## config.mk

```make
export PLATFORM = sky130hd
export DESIGN_NAME = trig_delay_gen
export DESIGN_NICKNAME = d
export VERILOG_FILES = /design/src/rtl/tdg_pkg.sv /design/src/rtl/tdg_front.sv /design/src/rtl/tdg_channel.sv /design/src/rtl/tdg_lockout.sv /design/src/rtl/trig_delay_gen.sv
export SDC_FILE = /design/constraint.sdc
export NUM_CORES = 1
export LEC_CHECK = 0
export BUFFER_PORTS_ARGS = -buffer_cell sky130_fd_sc_hd__buf_2
export CELL_PAD_IN_SITES_DETAIL_PLACEMENT = 2
export CELL_PAD_IN_SITES_GLOBAL_PLACEMENT = 2
export CORE_UTILIZATION = 39
export CTS_BUF_LIST = sky130_fd_sc_hd__clkbuf_2 sky130_fd_sc_hd__clkbuf_4 sky130_fd_sc_hd__clkbuf_8
export DETAILED_ROUTE_END_ITERATION = 12
export GPL_ROUTABILITY_DRIVEN = 0
export PLACE_DENSITY = 0.94
export SLEW_MARGIN = 40
export SYNTH_ARGS = -nofsm -noshare
export SYNTH_HDL_FRONTEND = slang
export SYNTH_SLANG_ARGS = --single-unit
```

## constraint.sdc

```tcl
create_clock -name clk -period 28 [get_ports clk]
set_input_delay 2.8 -clock clk [delete_from_list [all_inputs] [get_ports clk]]
set_output_delay 2.8 -clock clk [all_outputs]
set_load 0.03 [all_outputs]
```

## src/rtl/tdg_pkg.sv

```systemverilog
package tdg_pkg;
    typedef enum logic [1:0] {CH_IDLE, CH_WAIT, CH_PULSE} ch_state_t;
    typedef enum logic {LK_READY, LK_HOLD} lock_state_t;
    typedef enum logic {FR_ARMED, FR_SEEN} front_state_t;
endpackage

```

## src/rtl/tdg_front.sv

```systemverilog
module tdg_front #(
    parameter int SYNC_STAGES = 2,
    parameter int QUAL_SAMPLES = 3
) (
    input  logic clk,
    input  logic rst_n,
    input  logic trig_in,
    input  logic locked,
    output logic accept
);
    import tdg_pkg::*;
    localparam int DEPTH = SYNC_STAGES + QUAL_SAMPLES - 1;

    logic [DEPTH-1:0] shr;
    logic             qual;
    logic             level;
    front_state_t     st, nst;

    always_ff @(posedge clk) begin
        if (!rst_n) shr <= '0;
        else        shr <= {shr[DEPTH-2:0], trig_in};
    end

    assign qual  = &shr[DEPTH-1:SYNC_STAGES-1];
    assign level = shr[SYNC_STAGES-1];

    always_comb begin
        nst = st;
        unique case (st)
            FR_ARMED: if (qual)   nst = FR_SEEN;
            FR_SEEN:  if (!level) nst = FR_ARMED;
        endcase
    end

    always_ff @(posedge clk) begin
        if (!rst_n) st <= FR_ARMED;
        else        st <= nst;
    end

    assign accept = (st == FR_ARMED) && qual && !locked;

    AST_ONE_ACCEPT: assert property (@(posedge clk) disable iff (!rst_n)
        accept |=> !accept);
endmodule

```

## src/rtl/tdg_channel.sv

```systemverilog
module tdg_channel #(
    parameter int DLY_W = 34,
    parameter int WID_W = 16,
    parameter int LAT   = 5
) (
    input  logic             clk,
    input  logic             rst_n,
    input  logic             load,
    input  logic             en,
    input  logic [DLY_W-1:0] eff_dly,
    input  logic [WID_W-1:0] width,
    output logic             pulse,
    output logic             busy
);
    import tdg_pkg::*;

    ch_state_t        st, nst;
    logic [DLY_W-1:0] dcnt;
    logic [WID_W-1:0] wcnt;
    logic [WID_W-1:0] wid_l;

    always_comb begin
        nst = st;
        unique case (st)
            CH_IDLE:  if (load && en) nst = CH_WAIT;
            CH_WAIT:  if (load)       nst = en ? CH_WAIT : CH_IDLE;
                      else if (dcnt == '0) nst = CH_PULSE;
            CH_PULSE: if (load)       nst = en ? CH_WAIT : CH_IDLE;
                      else if (wcnt == '0) nst = CH_IDLE;
            default:  nst = CH_IDLE;
        endcase
    end

    always_ff @(posedge clk) begin
        if (!rst_n) begin
            st    <= CH_IDLE;
            dcnt  <= '0;
            wcnt  <= '0;
            wid_l <= '0;
        end else begin
            st <= nst;
            if (load && en) begin
                dcnt  <= eff_dly - DLY_W'(LAT);
                wid_l <= width;
            end else if (st == CH_WAIT) begin
                if (dcnt == '0) wcnt <= (wid_l == '0) ? '0 : wid_l - WID_W'(1);
                else            dcnt <= dcnt - DLY_W'(1);
            end else if (st == CH_PULSE && wcnt != '0) begin
                wcnt <= wcnt - WID_W'(1);
            end
        end
    end

    always_ff @(posedge clk) begin
        if (!rst_n) begin
            pulse <= 1'b0;
            busy  <= 1'b0;
        end else begin
            pulse <= (nst == CH_PULSE);
            busy  <= (nst != CH_IDLE);
        end
    end

    AST_RISE_AFTER_WAIT: assert property (@(posedge clk) disable iff (!rst_n)
        $rose(pulse) |-> $past(st == CH_WAIT));
    AST_PULSE_BUSY: assert property (@(posedge clk) disable iff (!rst_n)
        pulse |-> busy);
    AST_DISABLED_SILENT: assert property (@(posedge clk) disable iff (!rst_n)
        (load && !en) |=> !pulse);
endmodule

```

## src/rtl/tdg_lockout.sv

```systemverilog
module tdg_lockout #(
    parameter int N_CH  = 4,
    parameter int DLY_W = 34,
    parameter int LAT   = 5
) (
    input  logic                  clk,
    input  logic                  rst_n,
    input  logic                  load,
    input  logic [N_CH-1:0]       en,
    input  logic [N_CH*DLY_W-1:0] eff_dly,
    output logic                  locked
);
    import tdg_pkg::*;

    lock_state_t      st, nst;
    logic [DLY_W-1:0] longest;
    logic [DLY_W-1:0] cnt;

    always_comb begin
        longest = '0;
        for (int i = 0; i < N_CH; i++)
            if (en[i] && eff_dly[i*DLY_W +: DLY_W] > longest)
                longest = eff_dly[i*DLY_W +: DLY_W];
    end

    always_comb begin
        nst = st;
        unique case (st)
            LK_READY: if (load && |en) nst = LK_HOLD;
            LK_HOLD:  if (cnt == '0)   nst = LK_READY;
        endcase
    end

    always_ff @(posedge clk) begin
        if (!rst_n) begin
            st  <= LK_READY;
            cnt <= '0;
        end else begin
            st <= nst;
            if (st == LK_READY && load && |en) cnt <= longest - DLY_W'(LAT);
            else if (st == LK_HOLD && cnt != '0) cnt <= cnt - DLY_W'(1);
        end
    end

    always_ff @(posedge clk) begin
        if (!rst_n) locked <= 1'b0;
        else        locked <= (nst == LK_HOLD);
    end

    AST_LOCK_FROM_LOAD: assert property (@(posedge clk) disable iff (!rst_n)
        $rose(locked) |-> $past(load));
endmodule

```

## src/rtl/trig_delay_gen.sv

```systemverilog
module trig_delay_gen #(
    parameter int N_CH         = 4,
    parameter int DLY_W        = 34,
    parameter int WID_W        = 16,
    parameter int MIN_DLY      = 63,
    parameter int SYNC_STAGES  = 2,
    parameter int QUAL_SAMPLES = 3
) (
    input  logic                  clk,
    input  logic                  rst_n,
    input  logic                  trig_in,
    input  logic [N_CH-1:0]       ch_enable,
    input  logic [N_CH*DLY_W-1:0] ch_delay,
    input  logic [N_CH*WID_W-1:0] ch_width,
    output logic [N_CH-1:0]       pulse_out,
    output logic [N_CH-1:0]       chan_busy,
    output logic                  locked
);
    localparam int LAT = SYNC_STAGES + QUAL_SAMPLES;

    logic                  accept;
    logic [N_CH*DLY_W-1:0] eff_dly;

    tdg_front #(.SYNC_STAGES(SYNC_STAGES), .QUAL_SAMPLES(QUAL_SAMPLES)) u_front (
        .clk(clk), .rst_n(rst_n), .trig_in(trig_in), .locked(locked), .accept(accept)
    );

    tdg_lockout #(.N_CH(N_CH), .DLY_W(DLY_W), .LAT(LAT)) u_lock (
        .clk(clk), .rst_n(rst_n), .load(accept), .en(ch_enable),
        .eff_dly(eff_dly), .locked(locked)
    );

    for (genvar i = 0; i < N_CH; i++) begin : g_ch
        assign eff_dly[i*DLY_W +: DLY_W] =
            (ch_delay[i*DLY_W +: DLY_W] < DLY_W'(MIN_DLY)) ? DLY_W'(MIN_DLY)
                                                          : ch_delay[i*DLY_W +: DLY_W];

        tdg_channel #(.DLY_W(DLY_W), .WID_W(WID_W), .LAT(LAT)) u_ch (
            .clk(clk), .rst_n(rst_n), .load(accept), .en(ch_enable[i]),
            .eff_dly(eff_dly[i*DLY_W +: DLY_W]), .width(ch_width[i*WID_W +: WID_W]),
            .pulse(pulse_out[i]), .busy(chan_busy[i])
        );

        AST_PULSE_IN_LOCK: assert property (@(posedge clk) disable iff (!rst_n)
            $rose(pulse_out[i]) |-> $past(locked));
    end
endmodule

```

# ---- Word-level counts from Yosys, hierarchy flattened
# Index checks and enable logic that the tools add are counted.
dict set report word_totals {
  word_cells 216
  out_inout_bits 9
  ff_bits 320
  input_bits 207
}
dict set report classes {
  muxes 72
  reduce_logical 64
  n_eq_ne 20
  bitwise 6
  add_sub_neg 18
  order_cmp 8
}
# operator count
set ops {}
lappend ops {{$mux 34} 22}
lappend ops {{$mux 16} 16}
lappend ops {{$logic_not 34->1} 5}
lappend ops {{$sub 34x1->34 const B} 5}
lappend ops {{$sub 34x3->34 const B} 5}
lappend ops {{$lt 34x6->1 const B} 4}
lappend ops {{$logic_not 16->1} 8}
lappend ops {{$sub 16x1->16 const B} 8}
lappend ops {{$gt 34x34->1} 3}
lappend ops {{$reduce_bool 16->1} 4}
lappend ops {{$mux 2} 20}
lappend ops {{$gt 34x1->1 const B} 1}
lappend ops {{$reduce_bool 34->1} 1}
lappend ops {{$reduce_bool 2->1} 13}
lappend ops {{$pmux 2 s3} 4}
lappend ops {{$logic_and 1x1->1} 18}
lappend ops {{$eq 2x2->1 const B} 8}
lappend ops {{$reduce_and 3->1} 5}
lappend ops {{$eq 2x1->1 const B} 4}
lappend ops {{$logic_not 2->1} 4}
lappend ops {{$mux 1} 8}
lappend ops {{$ne 2x1->1 const B} 4}
lappend ops {{$ne 2x2->1 const B} 4}
lappend ops {{$reduce_and 2->1} 4}
lappend ops {{other kinds (4)} 10}

# ---- Logic depth before layout (Yosys ltp)
dict set report depth {
  ltp_word 16
  depth_mapped 55
  mapped_depth_nobuf 43
}

# ---- Modules after synthesis
# A second synthesis with hierarchy kept.
dict set report hier_totals {
  cells_unflattened 3607
  area_unflattened_um2 26457.9
}
# mod seq_area_each_um2 area_each_um2 cells_each n_inst
set by_module_without_submodules {}
lappend by_module_without_submodules {{tdg_channel at g_ch[1].u_ch ...} 1401.3 4558.1 608 3}
lappend by_module_without_submodules {tdg_lockout 700.7 7070.5 986 1}
lappend by_module_without_submodules {{tdg_channel at g_ch[0].u_ch} 1401.3 4584.4 592 1}
lappend by_module_without_submodules {trig_delay_gen 0.0 965.9 192 1}
lappend by_module_without_submodules {tdg_front 100.1 162.7 13 1}

# ---- Worst setup path after synthesis
# No wires, ideal clock.
dict set report synth_timing {
  kind {input port to flip-flop}
  from {input ch_delay[23]}
  to {register u_lock.cnt[26]}
  setup_time_ns 0.119
  arrival_time_ns 12.800
  required_time_ns 27.881
  path_buffers 11
  slack_ns 15.081
  path_stages 53
  cell_sequence {or4_1 > nor4b_1 > nand2_1 > nor2_1 > clkbuf_1 > o21ai_0 > ha_1 > nand2b_1 > a211oi_1 > a2111oi_0 > o211a_1 > a21oi_1 > clkbuf_1 > clkbuf_1 > clkbuf_1 > clkbuf_1 > nand2_1 > o21ai_0 > [17 not listed] > ha_1 > a21o_1 > a21o_1 > a21o_1 > a21o_1 > a21o_1 > a21o_1 > a21o_1 > a211oi_1 > o31ai_1 > nor3_1 > nor3b_2 > buf_6 > buf_6 > mux2i_1 > nand2_1 > a31o_1 > o221a_1}
}
dict set report synth_via {
  elab_chain_len 16
}
# item line_no
set synth_lines {}
lappend synth_lines {{start, declared} trig_delay_gen.sv:13} ;# input logic [N_CH*DLY_W-1:0] ch_delay,
lappend synth_lines {{$lt 34x6->1} trig_delay_gen.sv:35} ;# (ch_delay[i*DLY_W +: DLY_W] < DLY_W'(MIN_DLY)) ? DLY_W'(MIN_DLY)
lappend synth_lines {{$mux 34 *} trig_delay_gen.sv:35}
lappend synth_lines {{$gt 34x1->1} tdg_lockout.sv:22} ;# if (en[i] && eff_dly[i*DLY_W +: DLY_W] > longest)
lappend synth_lines {{$logic_and 1x1->1} tdg_lockout.sv:22}
lappend synth_lines {{$mux 34 *} tdg_lockout.sv:22}
lappend synth_lines {{$gt 34x34->1} tdg_lockout.sv:22}
lappend synth_lines {{$logic_and 1x1->1} tdg_lockout.sv:22}
lappend synth_lines {{$mux 34 *} tdg_lockout.sv:22}
lappend synth_lines {{$gt 34x34->1} tdg_lockout.sv:22}
lappend synth_lines {{$logic_and 1x1->1} tdg_lockout.sv:22}
lappend synth_lines {{$mux 34 *} tdg_lockout.sv:22}
lappend synth_lines {{$gt 34x34->1} tdg_lockout.sv:22}
lappend synth_lines {{$logic_and 1x1->1} tdg_lockout.sv:22}
lappend synth_lines {{$mux 34 *} tdg_lockout.sv:22}
lappend synth_lines {{$sub 34x3->34 *} tdg_lockout.sv:40} ;# if (st == LK_READY && load && |en) cnt <= longest - DLY_W'(LAT);
lappend synth_lines {{$mux 34 *} tdg_lockout.sv:40}
lappend synth_lines {{end signal, assigned} tdg_lockout.sv:40}
lappend synth_lines {{end signal, assigned} tdg_lockout.sv:41} ;# else if (st == LK_HOLD && cnt != '0) cnt <= cnt - DLY_W'(1);
lappend synth_lines {{end, declared} tdg_lockout.sv:17} ;# logic [DLY_W-1:0] cnt;
# Mark *: on every way between the ends. The rest lies on a longest branch, timed or not.
# A chain may end at the register's enable or synchronous reset.

# ---- Worst setup path after layout
dict set report layout_timing {
  from {input ch_delay[23]}
  to {register u_lock.cnt[30]}
}
# The elaborated chain is that of the path after synthesis.

==> impl_metrics.tcl <==
set metrics [dict create \
    synth.most_common_cell "nor2_1" \
    ys_seq_elements 320 \
    finalMaxSlewViolations 0 \
    grt.overflow.total 0 \
    period_minus_slack_ns 15.75 \
    multi_input_area_um2 16500 \
    worstPathMaxFanout 53 \
    synthCells 3313 \
    synth_common_cells "nor2_1 (416), nand2_1 (397), dfxtp_1 (320), clkbuf_1 (227), a21oi_1 (205)" \
    p_leak_nw 10.9 \
    ff2ff_path_depth 13 \
    dp_hpwl_um 83100 \
    grt_max_degree 112 \
    grtUsageMet1_pct 43.4 \
    met2_usage_pct 67.2 \
    cts_buffers 66 \
    period_share_pct 56.2 \
    internal_power_mw 0.861 \
    top_usage_layer "met2" \
    path_class "primary input to register" \
    cts_resized 0 \
    dp_cells 4077 \
    clkLatencyLatePin_ns 0.71 \
    dominantRegCellSynth "dfxtp_1" \
    cts_root_buf "clkbuf_8" \
    grt_use_met3_pct 12.0 \
    grt_use_total_pct 40.6 \
    synth_warnings 0 \
    ctsHoldBuffers 0 \
    wire_per_inst_um 31.1 \
    clkSlewWorstSetupHoldPaths_ns 0.06 \
    cp.arrival_ns 16.33 \
    synth-edff-count 0 \
    start_util_pct 39.8 \
    crit_path_frequent_cell "a21o_1" \
    r2r_start "g_ch[1].u_ch.dcnt[11]" \
    antenna_left 0 \
    netlist_area_um2 24100 \
    hold_viol 0 \
    antenna_found_initial 13 \
    hold_depth 1 \
    ir_drop_uv 36.7 \
    setup-tns-final_ns 0 \
    fin_area_um2 27000 \
    die_y_um 251 \
    synth_cell_types 87 \
    die_area_um2 62900 \
    startpoint_type "primary input" \
    fin_cells 4208 \
    yosysSeqAreaShare_pct 26.5 \
    first_global_vias 31611 \
    synth.avg_cell_area_um2 7.28 \
    maxCapViolCount 0 \
    final-seq-area_um2 6410 \
    hold_path_class "register to register" \
    worst_path_max_delay_cell "nor4b_1" \
    rsz0062_at_grt "no" \
    setup_viol 0 \
    slowest_delay_ns 0.68 \
    status "finished, final reports clean" \
    place_area_um2 25400 \
    skew_ns 0.0475 \
    startpoint "ch_delay[23]" \
    power_frac_comb_pct 21.7 \
    synth_area_leaders "dfxtp_1 (27%), nor2_1 (6.5%), xnor2_1 (6.5%)" \
    hold_slack_ns 0.443 \
    numClockSinks 320 \
    wl_um 131000 \
    dieWidth_um 251 \
    h-tree-depth 3 \
    syn-num-nets 3637 \
    clk_path_buf_depth 3 \
    worst-path-stages 45 \
    synth_top_area_share_pct 26.5 \
    grt_pass1_wl_um 197000 \
    io_pins 216 \
    worst_slew_pin_slew_ns 0.992 \
    net-switching-power_mw 0.448 \
    crit_buf_inv 4 \
    cp.required_ns 28.58 \
    endpoint_kind "register" \
    drc 0 \
    p_per_area_nw_per_um2 48.5 \
    fillers 6923 \
    max_freq_mhz 63.5 \
    cts_setup_buffers 0 \
    cts_tree "yes" \
    layout.nets 3689 \
    area_delta_synth_final_pct 11.8 \
    vias 28559 \
    viasPerCell 6.79 \
    synthArstFlopShare_pct 0 \
    drive_above_1_share_pct 13.6 \
    seq_power_share_pct 34.8 \
    clockPowerShare_pct 43.5 \
    portBuffers 215 \
    num_rows 90 \
    crit_family "compound AO/OA/AOI/OAI gates" \
    synth_top_cell_by_area "dfxtp_1" \
    relSlewSlack_pct 33.4 \
    min_from "u_front.shr[0]" \
    drt_first_pass_iters 6 \
    swShare_pct 34.2 \
    drt_iter0_drc 2320 \
    core_um2 60700 \
]
-- path summary, 6_finish.rpt --
kind	slack, ns	endpoint
worst max-delay path	12.25	u_lock.cnt[30]
worst min-delay path	0.44	u_front.shr[1]
worst max register to register	22.94	g_ch[1].u_ch.dcnt[15]
worst min register to register	0.44	u_front.shr[1]
-- flip-flops by register name, indices dropped and copies added (netlist names) --
signal	flops
g_ch.u_ch.busy	4
g_ch.u_ch.wid_l	64
g_ch.u_ch.dcnt	136
g_ch.u_ch.wcnt	64
u_front.st	1
g_ch.u_ch.pulse	4
u_lock.cnt	34
u_lock.st	1
u_front.shr	4
g_ch.u_ch.st	8
-- power groups by stage --
stage               registers, mW  logic, mW  clock network (mW)
detailed placement          0.466      0.244                   0
global placement            0.466      0.219                   0
CTS                         0.456      0.262               0.574
floorplan                   0.466      0.152                   0
global route                0.456      0.288               0.594
finish                      0.456      0.284               0.569
-- cells by family (layout without fill, tap and decap cells) --
group | after synthesis | count (layout) | share of synthesized area [%]
adder cells (fa/ha/maj) | 118 | 118 | 6.11
XOR/XNOR | 305 | 305 | 11.1
multiplexers | 51 | 51 | 2.21
AND/OR/NAND/NOR | 1410 | 1410 | 27.9
flip-flops | 320 | 320 | 26.5
AO/OA/AOI/OAI | 763 | 763 | 20.3
other | 0 | 14 | 0
buffers and inverters | 346 | 445 | 5.88
-- through the flow --
step	setup WS (ns)	utilization [%]	power, mW
global route	12.16	44.4	1.34
floorplan	15.08	-	0.618
CTS	12.22	44.2	1.29
global placement	13.55	41.8	0.685
finish	12.25	44.4	1.31
detailed placement	12.14	41.8	0.710
-- cell usage in the layout (no fill, tap or decap), types with 26 or more instances in the layout --
cell type / n
buf_2: 216
or4_1: 36
nand2_1: 393
dfxtp_1: 320
a311oi_1: 34
nor2_1: 411
a21oi_1: 204
nand4_1: 34
or2_2: 35
xor2_1: 127
or3_1: 87
mux2i_1: 33
nor4_1: 83
nand3_1: 45
o21ai_0: 191
a22oi_1: 40
nand2b_1: 39
xnor2_1: 178
ha_1: 117
buf_4: 29
a211oi_1: 92
o22ai_1: 26
a21o_1: 33
clkbuf_8: 87
nor3_1: 134
inv_1: 82
-- layer usage --
metal	vias up	share of wire, %
li1	11877	-
met1	14104	36
met2	1741	47
met3	833	8.6
met4	4	8.4
met5	-	0.018
-- final cells by class --
type	count	area share (%)
Timing Repair Buffer	247	4.91
Inverter	83	1.18
Sequential cell	320	23.7
Clock inverter	13	0.501
Tap cell	782	3.63
Multi-Input combinational cell	2647	61.0
Clock buffer	102	4.86
Antenna cell	14	0.130
(Power assumes the default switching activity.)
